$ cat src/rtl/sndgate_pkg.sv
// Shared layout constants, types and the per-register attribute table for
// the sound register access gate. The layout is fixed by attr_of(); the
// constants below size every array and index in the design.
package sndgate_pkg;

    localparam int ADDR_W      = 6;
    localparam int DATA_W      = 8;
    localparam int NUM_CH      = 4;
    localparam int CH_SLOTS    = 8;
    localparam int CH_BASE     = 8;
    localparam int MIX_LAST    = 2;
    localparam int NREG        = CH_BASE + NUM_CH * CH_SLOTS;
    localparam int WAVE_BASE   = 48;
    localparam int WAVE_BYTES  = 16;
    localparam int WAVE_IDX_W  = $clog2(WAVE_BYTES);
    localparam int WAVE_POS_W  = WAVE_IDX_W + 1;

    localparam int CH_PULSE_A  = 0;
    localparam int CH_PULSE_B  = 1;
    localparam int CH_WAVE     = 2;
    localparam int CH_NOISE    = 3;

    localparam logic [DATA_W-1:0] LEG_LEN_MASK = 8'h3F;
    localparam logic [DATA_W-1:0] ALL_ONES     = 8'hFF;

    // Access class of an address.
    typedef enum logic [1:0] {
        K_NONE = 2'd0,
        K_REG  = 2'd1,
        K_WAVE = 2'd2
    } acc_kind_e;

    // Write policy while the master enable is off.
    typedef enum logic [1:0] {
        WP_GATED      = 2'd0,
        WP_ALWAYS     = 2'd1,
        WP_LEG_MASKED = 2'd2,
        WP_LEG_PASS   = 2'd3
    } wpol_e;

    typedef struct packed {
        logic              mapped;
        wpol_e             pol;
        logic [DATA_W-1:0] rmask;
    } regattr_t;

    // Attributes of register index idx; unmapped for anything outside the map.
    function automatic regattr_t attr_of(input int idx);
        regattr_t r;
        int ch;
        int slot;
        r = '{1'b0, WP_GATED, ALL_ONES};
        if (idx == 0) begin
            r = '{1'b1, WP_ALWAYS, 8'h70};
        end else if (idx < CH_BASE) begin
            if (idx <= MIX_LAST) r = '{1'b1, WP_GATED, 8'h00};
        end else if (idx < NREG) begin
            ch   = (idx - CH_BASE) / CH_SLOTS;
            slot = (idx - CH_BASE) % CH_SLOTS;
            case (slot)
                0: begin
                    if (ch == CH_PULSE_A) r = '{1'b1, WP_GATED, 8'h80};
                    else if (ch == CH_WAVE) r = '{1'b1, WP_GATED, 8'h7F};
                end
                1: begin
                    if (ch == CH_PULSE_A || ch == CH_PULSE_B)
                        r = '{1'b1, WP_LEG_MASKED, 8'h3F};
                    else
                        r = '{1'b1, WP_LEG_PASS, 8'hFF};
                end
                2: begin
                    if (ch == CH_WAVE) r = '{1'b1, WP_GATED, 8'h9F};
                    else r = '{1'b1, WP_GATED, 8'h00};
                end
                3: begin
                    if (ch == CH_NOISE) r = '{1'b1, WP_GATED, 8'h00};
                    else r = '{1'b1, WP_GATED, 8'hFF};
                end
                4: r = '{1'b1, WP_GATED, 8'hBF};
                default: r = '{1'b0, WP_GATED, ALL_ONES};
            endcase
        end
        return r;
    endfunction

endpackage

$ cat src/rtl/sndgate_decode.sv
// Address decoder: classifies an offset as register, wave RAM or unmapped,
// and returns the register attributes. Assumes wave RAM base is aligned to
// its size so the low address bits index it directly.
module sndgate_decode
    import sndgate_pkg::*;
(
    input  logic [ADDR_W-1:0]     addr,
    output acc_kind_e             kind,
    output regattr_t              attr,
    output logic [WAVE_IDX_W-1:0] wave_idx
);

    // Classify the address and look up its attributes.
    always_comb begin
        attr     = attr_of(int'(addr));
        wave_idx = addr[WAVE_IDX_W-1:0];
        kind     = K_NONE;
        if (int'(addr) >= WAVE_BASE && int'(addr) < WAVE_BASE + WAVE_BYTES)
            kind = K_WAVE;
        else if (attr.mapped)
            kind = K_REG;
    end

endmodule

$ cat src/rtl/sndgate_wpolicy.sv
// Write policy: for the addressed register decides whether the write is
// forwarded, the forwarded value and the value kept for readback.
// Purely combinational; assumes cur_val is the current stored value.
module sndgate_wpolicy
    import sndgate_pkg::*;
(
    input  wpol_e             pol,
    input  logic              snd_en,
    input  logic              model_legacy,
    input  logic [DATA_W-1:0] wdata,
    input  logic [DATA_W-1:0] cur_val,
    output logic              fwd,
    output logic [DATA_W-1:0] fwd_data,
    output logic [DATA_W-1:0] store_data
);

    // Select forward flag, forward data and stored value by policy.
    always_comb begin
        fwd        = 1'b0;
        fwd_data   = wdata;
        store_data = '0;
        case (pol)
            WP_ALWAYS: begin
                fwd        = 1'b1;
                store_data = {wdata[DATA_W-1], 3'b000, cur_val[3:0]};
            end
            WP_GATED: begin
                if (snd_en) begin
                    fwd        = 1'b1;
                    store_data = wdata;
                end
            end
            WP_LEG_MASKED: begin
                if (snd_en) begin
                    fwd        = 1'b1;
                    store_data = wdata;
                end else if (model_legacy) begin
                    fwd      = 1'b1;
                    fwd_data = wdata & LEG_LEN_MASK;
                end
            end
            WP_LEG_PASS: begin
                if (snd_en || model_legacy) begin
                    fwd        = 1'b1;
                    store_data = wdata;
                end
            end
            default: fwd = 1'b0;
        endcase
    end

endmodule

$ cat src/rtl/sndgate_regfile.sv
// Readback storage: one byte per mapped register index, generated from the
// attribute table; unmapped indices hold constant zero. Assumes wr_sel is
// asserted only for mapped register writes.
module sndgate_regfile
    import sndgate_pkg::*;
(
    input  logic              clk,
    input  logic              rst_n,
    input  logic              wr_sel,
    input  logic [ADDR_W-1:0] idx,
    input  logic [DATA_W-1:0] store_data,
    output logic [DATA_W-1:0] cur_val
);

    logic [DATA_W-1:0] regs [NREG];

    for (genvar i = 0; i < NREG; i++) begin : g_reg
        localparam regattr_t A = attr_of(i);
        if (A.mapped) begin : g_store
            logic [DATA_W-1:0] q;
            // Hold the readback byte of register i.
            always_ff @(posedge clk) begin
                if (!rst_n)
                    q <= '0;
                else if (wr_sel && int'(idx) == i)
                    q <= store_data;
            end
            assign regs[i] = q;
        end else begin : g_empty
            assign regs[i] = '0;
        end
    end

    // Select the addressed stored byte.
    always_comb begin
        cur_val = '0;
        if (int'(idx) < NREG) cur_val = regs[idx];
    end

endmodule

$ cat src/rtl/sndgate_wave.sv
// Waveform RAM with play-position arbitration: idle channel uses the
// addressed byte; a playing channel redirects to byte pos>>1, and the older
// model blocks access unless the readable flag is set.
module sndgate_wave
    import sndgate_pkg::*;
(
    input  logic                  clk,
    input  logic                  rst_n,
    input  logic                  wr,
    input  logic [WAVE_IDX_W-1:0] idx,
    input  logic [DATA_W-1:0]     wdata,
    input  logic                  playing,
    input  logic                  model_legacy,
    input  logic                  readable,
    input  logic [WAVE_POS_W-1:0] pos,
    output logic [DATA_W-1:0]     rdata
);

    logic [DATA_W-1:0]     mem [WAVE_BYTES];
    logic [WAVE_IDX_W-1:0] tgt;
    logic                  blocked;

    // Pick the target byte and whether the CPU is locked out.
    always_comb begin
        tgt     = playing ? pos[WAVE_POS_W-1:1] : idx;
        blocked = playing && model_legacy && !readable;
    end

    for (genvar b = 0; b < WAVE_BYTES; b++) begin : g_byte
        // Store one wave byte.
        always_ff @(posedge clk) begin
            if (!rst_n)
                mem[b] <= '0;
            else if (wr && !blocked && int'(tgt) == b)
                mem[b] <= wdata;
        end
    end

    // Return the target byte, or all ones while locked out.
    always_comb begin
        rdata = blocked ? ALL_ONES : mem[tgt];
    end

endmodule

$ cat src/rtl/sndgate_top.sv
// Sound register access gate top: decodes CPU accesses, applies the
// enable/model write policy, keeps readback state and wave RAM, and
// registers the read data and the per-register strobes. Assumes a single
// clock domain and at most one access per cycle on addr.
module sndgate_top
    import sndgate_pkg::*;
(
    input  logic                  clk,
    input  logic                  rst_n,
    input  logic [ADDR_W-1:0]     addr,
    input  logic [DATA_W-1:0]     wr_data,
    input  logic                  rd_en,
    input  logic                  wr_en,
    input  logic                  snd_en,
    input  logic                  model_legacy,
    input  logic                  wave_playing,
    input  logic [WAVE_POS_W-1:0] wave_pos,
    input  logic                  wave_readable,
    output logic [DATA_W-1:0]     rd_data,
    output logic [NREG-1:0]       reg_wstb,
    output logic [DATA_W-1:0]     reg_wdata
);

    acc_kind_e             kind;
    regattr_t              attr;
    logic [WAVE_IDX_W-1:0] wave_idx;
    logic                  fwd;
    logic [DATA_W-1:0]     fwd_data;
    logic [DATA_W-1:0]     store_data;
    logic [DATA_W-1:0]     cur_val;
    logic [DATA_W-1:0]     wave_rd;
    logic                  reg_wr;
    logic [DATA_W-1:0]     rd_next;

    sndgate_decode u_decode (
        .addr     (addr),
        .kind     (kind),
        .attr     (attr),
        .wave_idx (wave_idx)
    );

    sndgate_wpolicy u_policy (
        .pol          (attr.pol),
        .snd_en       (snd_en),
        .model_legacy (model_legacy),
        .wdata        (wr_data),
        .cur_val      (cur_val),
        .fwd          (fwd),
        .fwd_data     (fwd_data),
        .store_data   (store_data)
    );

    sndgate_regfile u_regs (
        .clk        (clk),
        .rst_n      (rst_n),
        .wr_sel     (reg_wr),
        .idx        (addr),
        .store_data (store_data),
        .cur_val    (cur_val)
    );

    sndgate_wave u_wave (
        .clk          (clk),
        .rst_n        (rst_n),
        .wr           (wr_en && kind == K_WAVE),
        .idx          (wave_idx),
        .wdata        (wr_data),
        .playing      (wave_playing),
        .model_legacy (model_legacy),
        .readable     (wave_readable),
        .pos          (wave_pos),
        .rdata        (wave_rd)
    );

    // Register write qualifier.
    assign reg_wr = wr_en && kind == K_REG;

    // Read-side value for the current address.
    always_comb begin
        case (kind)
            K_REG:   rd_next = cur_val | attr.rmask;
            K_WAVE:  rd_next = wave_rd;
            default: rd_next = ALL_ONES;
        endcase
    end

    // One-cycle strobe and its data toward the channels.
    always_ff @(posedge clk) begin
        if (!rst_n) begin
            reg_wstb  <= '0;
            reg_wdata <= '0;
        end else begin
            reg_wstb <= '0;
            if (reg_wr && fwd) begin
                reg_wstb[addr] <= 1'b1;
                reg_wdata      <= fwd_data;
            end
        end
    end

    // Registered read data, held between reads.
    always_ff @(posedge clk) begin
        if (!rst_n)
            rd_data <= ALL_ONES;
        else if (rd_en)
            rd_data <= rd_next;
    end

endmodule

$ cat config.mk
export PLATFORM = sky130hd
export DESIGN_NAME = sndgate_top
export DESIGN_NICKNAME = d
export VERILOG_FILES = /design/src/rtl/sndgate_pkg.sv /design/src/rtl/sndgate_decode.sv /design/src/rtl/sndgate_wpolicy.sv /design/src/rtl/sndgate_regfile.sv /design/src/rtl/sndgate_wave.sv /design/src/rtl/sndgate_top.sv
export SDC_FILE = /design/constraint.sdc
export NUM_CORES = 1
export LEC_CHECK = 0
export ABC_AREA = 1
export BUFFER_PORTS_ARGS = -buffer_cell sky130_fd_sc_hd__buf_2
export CAP_MARGIN = 20
export CORE_ASPECT_RATIO = 0.6
export CORE_UTILIZATION = 51
export DETAILED_ROUTE_END_ITERATION = 12
export GPL_TIMING_DRIVEN = 0
export PLACE_DENSITY = 0.68
export SLEW_MARGIN = 20
export SYNTH_ARGS = -nofsm -noshare
export SYNTH_HDL_FRONTEND = slang
export SYNTH_HIERARCHICAL = 1
export SYNTH_SLANG_ARGS = --single-unit
$ cat constraint.sdc
create_clock -name clk -period 9.7 [get_ports clk]
set_input_delay 0.485 -clock clk [delete_from_list [all_inputs] [get_ports clk]]
set_output_delay 0.485 -clock clk [all_outputs]
set_load 0.02 [all_outputs]
==> results.rst <==
.. list-table::
   :header-rows: 1

   * - Metric
     - Value
   * - Kind of end point of the critical path
     - register
   * - WHS
     - 0.2745 ns
   * - Clk pwr share
     - 44.0%
   * - Total Neg Setup Slack
     - 0 ns
   * - Post-Synthesis Net Count
     - 2368
   * - Average wire length per cell after detail routing
     - 19.27 um
   * - M1 wire length
     - 26.07 mm
   * - Number of antenna violations at the first check in global routing
     - 1
   * - Per-cell via count in the routed design
     - 5.570
   * - Layout area overhead
     - 12.97%
   * - TritonRoute pass-1 iters
     - 6
   * - Number of routed nets with antenna violations
     - 0
   * - Startpoint-to-endpoint class of the critical path
     - primary input to register
   * - Setup ws final
     - 4.971 ns
   * - Outcome
     - complete, no violations
   * - Bufs and invs on worst path
     - 7
   * - # clock sinks
     - 352
   * - Worst-case clock buffer depth
     - 3
   * - Overall die width
     - 237.2 um
   * - Clock skew after layout
     - 0.01909 ns
   * - Area of the placeable core
     - 0.03254 sq mm
   * - Die Footprint
     - 0.03395 sq mm
   * - CTS-repair resized insts
     - 0
   * - Pin count of the biggest net entering global routing
     - 16
   * - All-layer global routing usage
     - 32.85%
   * - Net count reported at finish
     - 2485
   * - Cell with the most instances on the worst path
     - nand2_1
   * - Switching share of total power
     - 25.31%
   * - Top layer in use
     - met4
   * - Met3 WL post-DR
     - 8.835 mm
   * - Fraction of final layout cells sized beyond drive strength 1
     - 11.19%
   * - Worst voltage drop across the vdd grid
     - 0.1109 mV
   * - RSZ-0062 raised after global routing
     - no
   * - Power density over cell area
     - 178.3 mW/mm^2
   * - Kind of launch point of the worst setup path
     - primary input
   * - Share of total power in sequential cells
     - 46.2%
   * - Leakage component of the power
     - 0.009143 uW
   * - Kind of cell adding the most delay to the critical path
     - simple AND/OR/NAND/NOR gates
   * - Finish-stage setup viols
     - 0
   * - Class of the worst hold path
     - primary input to register
   * - Overflow left after global routing
     - 0
   * - Row count
     - 51
   * - Starting density of the core
     - 52.01%
   * - Number of setup buffers added after CTS
     - 0
   * - Total length of routed wires
     - 55.89 mm
   * - Required time worst endpoint
     - 10.06 ns
   * - Ys Warns
     - 6
   * - Period minus WS final
     - 4.729 ns
   * - Library cell contributing the largest single delay on the critical path
     - nand3_1
   * - PortBufs
     - 80
   * - Half-perimeter wire length of the detailed placement result
     - 41.24 mm
   * - Clock root buffer
     - clkbuf_16
   * - Synthesized netlist cell count
     - 2332
   * - Pre-CTS worst setup slack
     - 4.609 ns
   * - Crit Path Max Fanout
     - 11
   * - CTS buffer count
     - 35
   * - First-pass GRT wire length
     - 83.72 mm
   * - Number of DRC violations after detailed routing
     - 0
   * - Combinational Power Share
     - 9.8%
   * - Max H-tree Level
     - 2
   * - Final weighted congestion in routability-driven placement
     - 1.014
   * - Max-slew headroom at the worst pin
     - 35.74%
   * - Worst Max-Slew Pin Slew
     - 0.9639 ns
   * - Clock Latency Late Sink
     - 0.53 ns
   * - Avg Synthesized Cell Area
     - 7.258 sq um
   * - Detailed router's first-iteration violation count
     - 2060
   * - Number of max-slew violations in the final report
     - 0
   * - IO Count
     - 83
   * - Max incr delay on CP
     - 0.56 ns
   * - P_int
     - 2546 uW
   * - # hold bufs at CTS
     - 0
   * - Via total after detailed routing
     - 16154
   * - Reported net switching power
     - 863.0 uW
   * - Cell area after synthesis
     - 0.01693 sq mm
   * - Die height
     - 143.1 um
   * - Highest Clock Rate
     - 0.2115 GHz
   * - Clock tree from TritonCTS
     - yes
   * - Arrival time worst endpoint
     - 5.09 ns
   * - Final Hold Vio Count
     - 0
   * - Post-route total power
     - 3409 uW
   * - Number of max-cap violations
     - 0
   * - Routed length on met2
     - 20.19 mm
   * - Post-CTS clock slew at the launch and capture registers of the worst setup and hold paths
     - 0.06 ns
   * - Number of global-route vias before repair
     - 14282
   * - Final period util
     - 48.75%
## final cells by class
class / count / area, sq um
flip-flops and latches: 352 / 8328
clock buffers: 48 / 1028
plain buffers: 110 / 510.5
fillers: 3072 / 13420
clock inverters: 15 / 234.0
multi-input cells: 1734 / 7575
diodes: 1 / 2.502
repair buffers: 80 / 400.4
inverters: 136 / 513.0
well taps: 424 / 530.5
## placed cells by master, fill, tap and decap left out, types with 2 or more instances in the layout
cell / n
a21oi_1: 32
inv_1: 100
clkinv_4: 2
buf_6: 2
nand3_2: 5
o21ai_1: 8
bufinv_16: 6
ha_1: 9
nand4_1: 4
buf_2: 95
inv_2: 33
nor2_4: 24
edfxtp_1: 128
or2_2: 2
buf_1: 14
nand3_1: 162
nand2_4: 12
clkbuf_16: 38
nand2_2: 5
nor2_1: 555
nor3_4: 4
clkbuf_8: 4
nand2_1: 710
dfxtp_1: 224
o21ai_0: 175
clkbuf_1: 68
nand3_4: 2
nor3_1: 5
clkinv_1: 3
buf_4: 17
clkinv_2: 5
nor2_2: 12
## per-stage QoR
step	utilization (%)	cells	area (sq um)
detailed placement	54.87	2836	17860
global route	58.76	2900	19120
floorplan	-	2332	16930
global placement	54.87	2836	17860
finish	58.76	2900	19120
CTS	58.75	2899	19120
## registers in the layout, indices dropped and copies added (netlist names)
signal and cells:
u_regs/g.g_store.q 168, u_wave/mem 128, reg_wstb 40, rd_data 8
reg_wdata 8
## power by group through the flow
stage	clock network (uW)	registers [uW]	logic, uW
3_5_place_dp	0	1610	321
6_report	1500	1580	335
3_3_place_gp	0	1610	317
5_1_grt	1570	1580	361
4_1_cts	1520	1580	323
2_1_floorplan	0	1610	199
## layer usage
metal  vias up  GRT usage [%]
li1       7621              -
met4         0          6.452
met5         -              0
met1      7533          51.31
met3        59          13.18
met2       941          40.98
## worst reg2reg max path, stage by stage, from the launching register on
cell and delay [ns]:
dfxtp_1 0.33, nand2_1 0.06, nand2_1 0.11, nand2_1 0.06
nand2_1 0.07, nand2_1 0.07, nand3_1 0.17, nand2_1 0.12
nand3_1 0.14, nand2_1 0.09, nand3_1 0.21, buf_1 0.60
nor2_1 0.12, nor2_1 0.14
## worst paths after layout
kind	from	to	slack, ns	depth (start not counted)
hold reg to reg	u_regs/g_reg[17].g_store.q[5]	u_regs/g_reg[17].g_store.q[5]	0.46	2
hold / removal	rd_en	rd_data[3]	0.27	3
setup / recovery	addr[3]	u_wave/mem[5][4]	4.97	25
setup reg to reg	u_regs/g_reg[24].g_store.q[0]	u_regs/g_reg[27].g_store.q[0]	7.35	13
No activity file was read; power rests on OpenSTA's default activity.
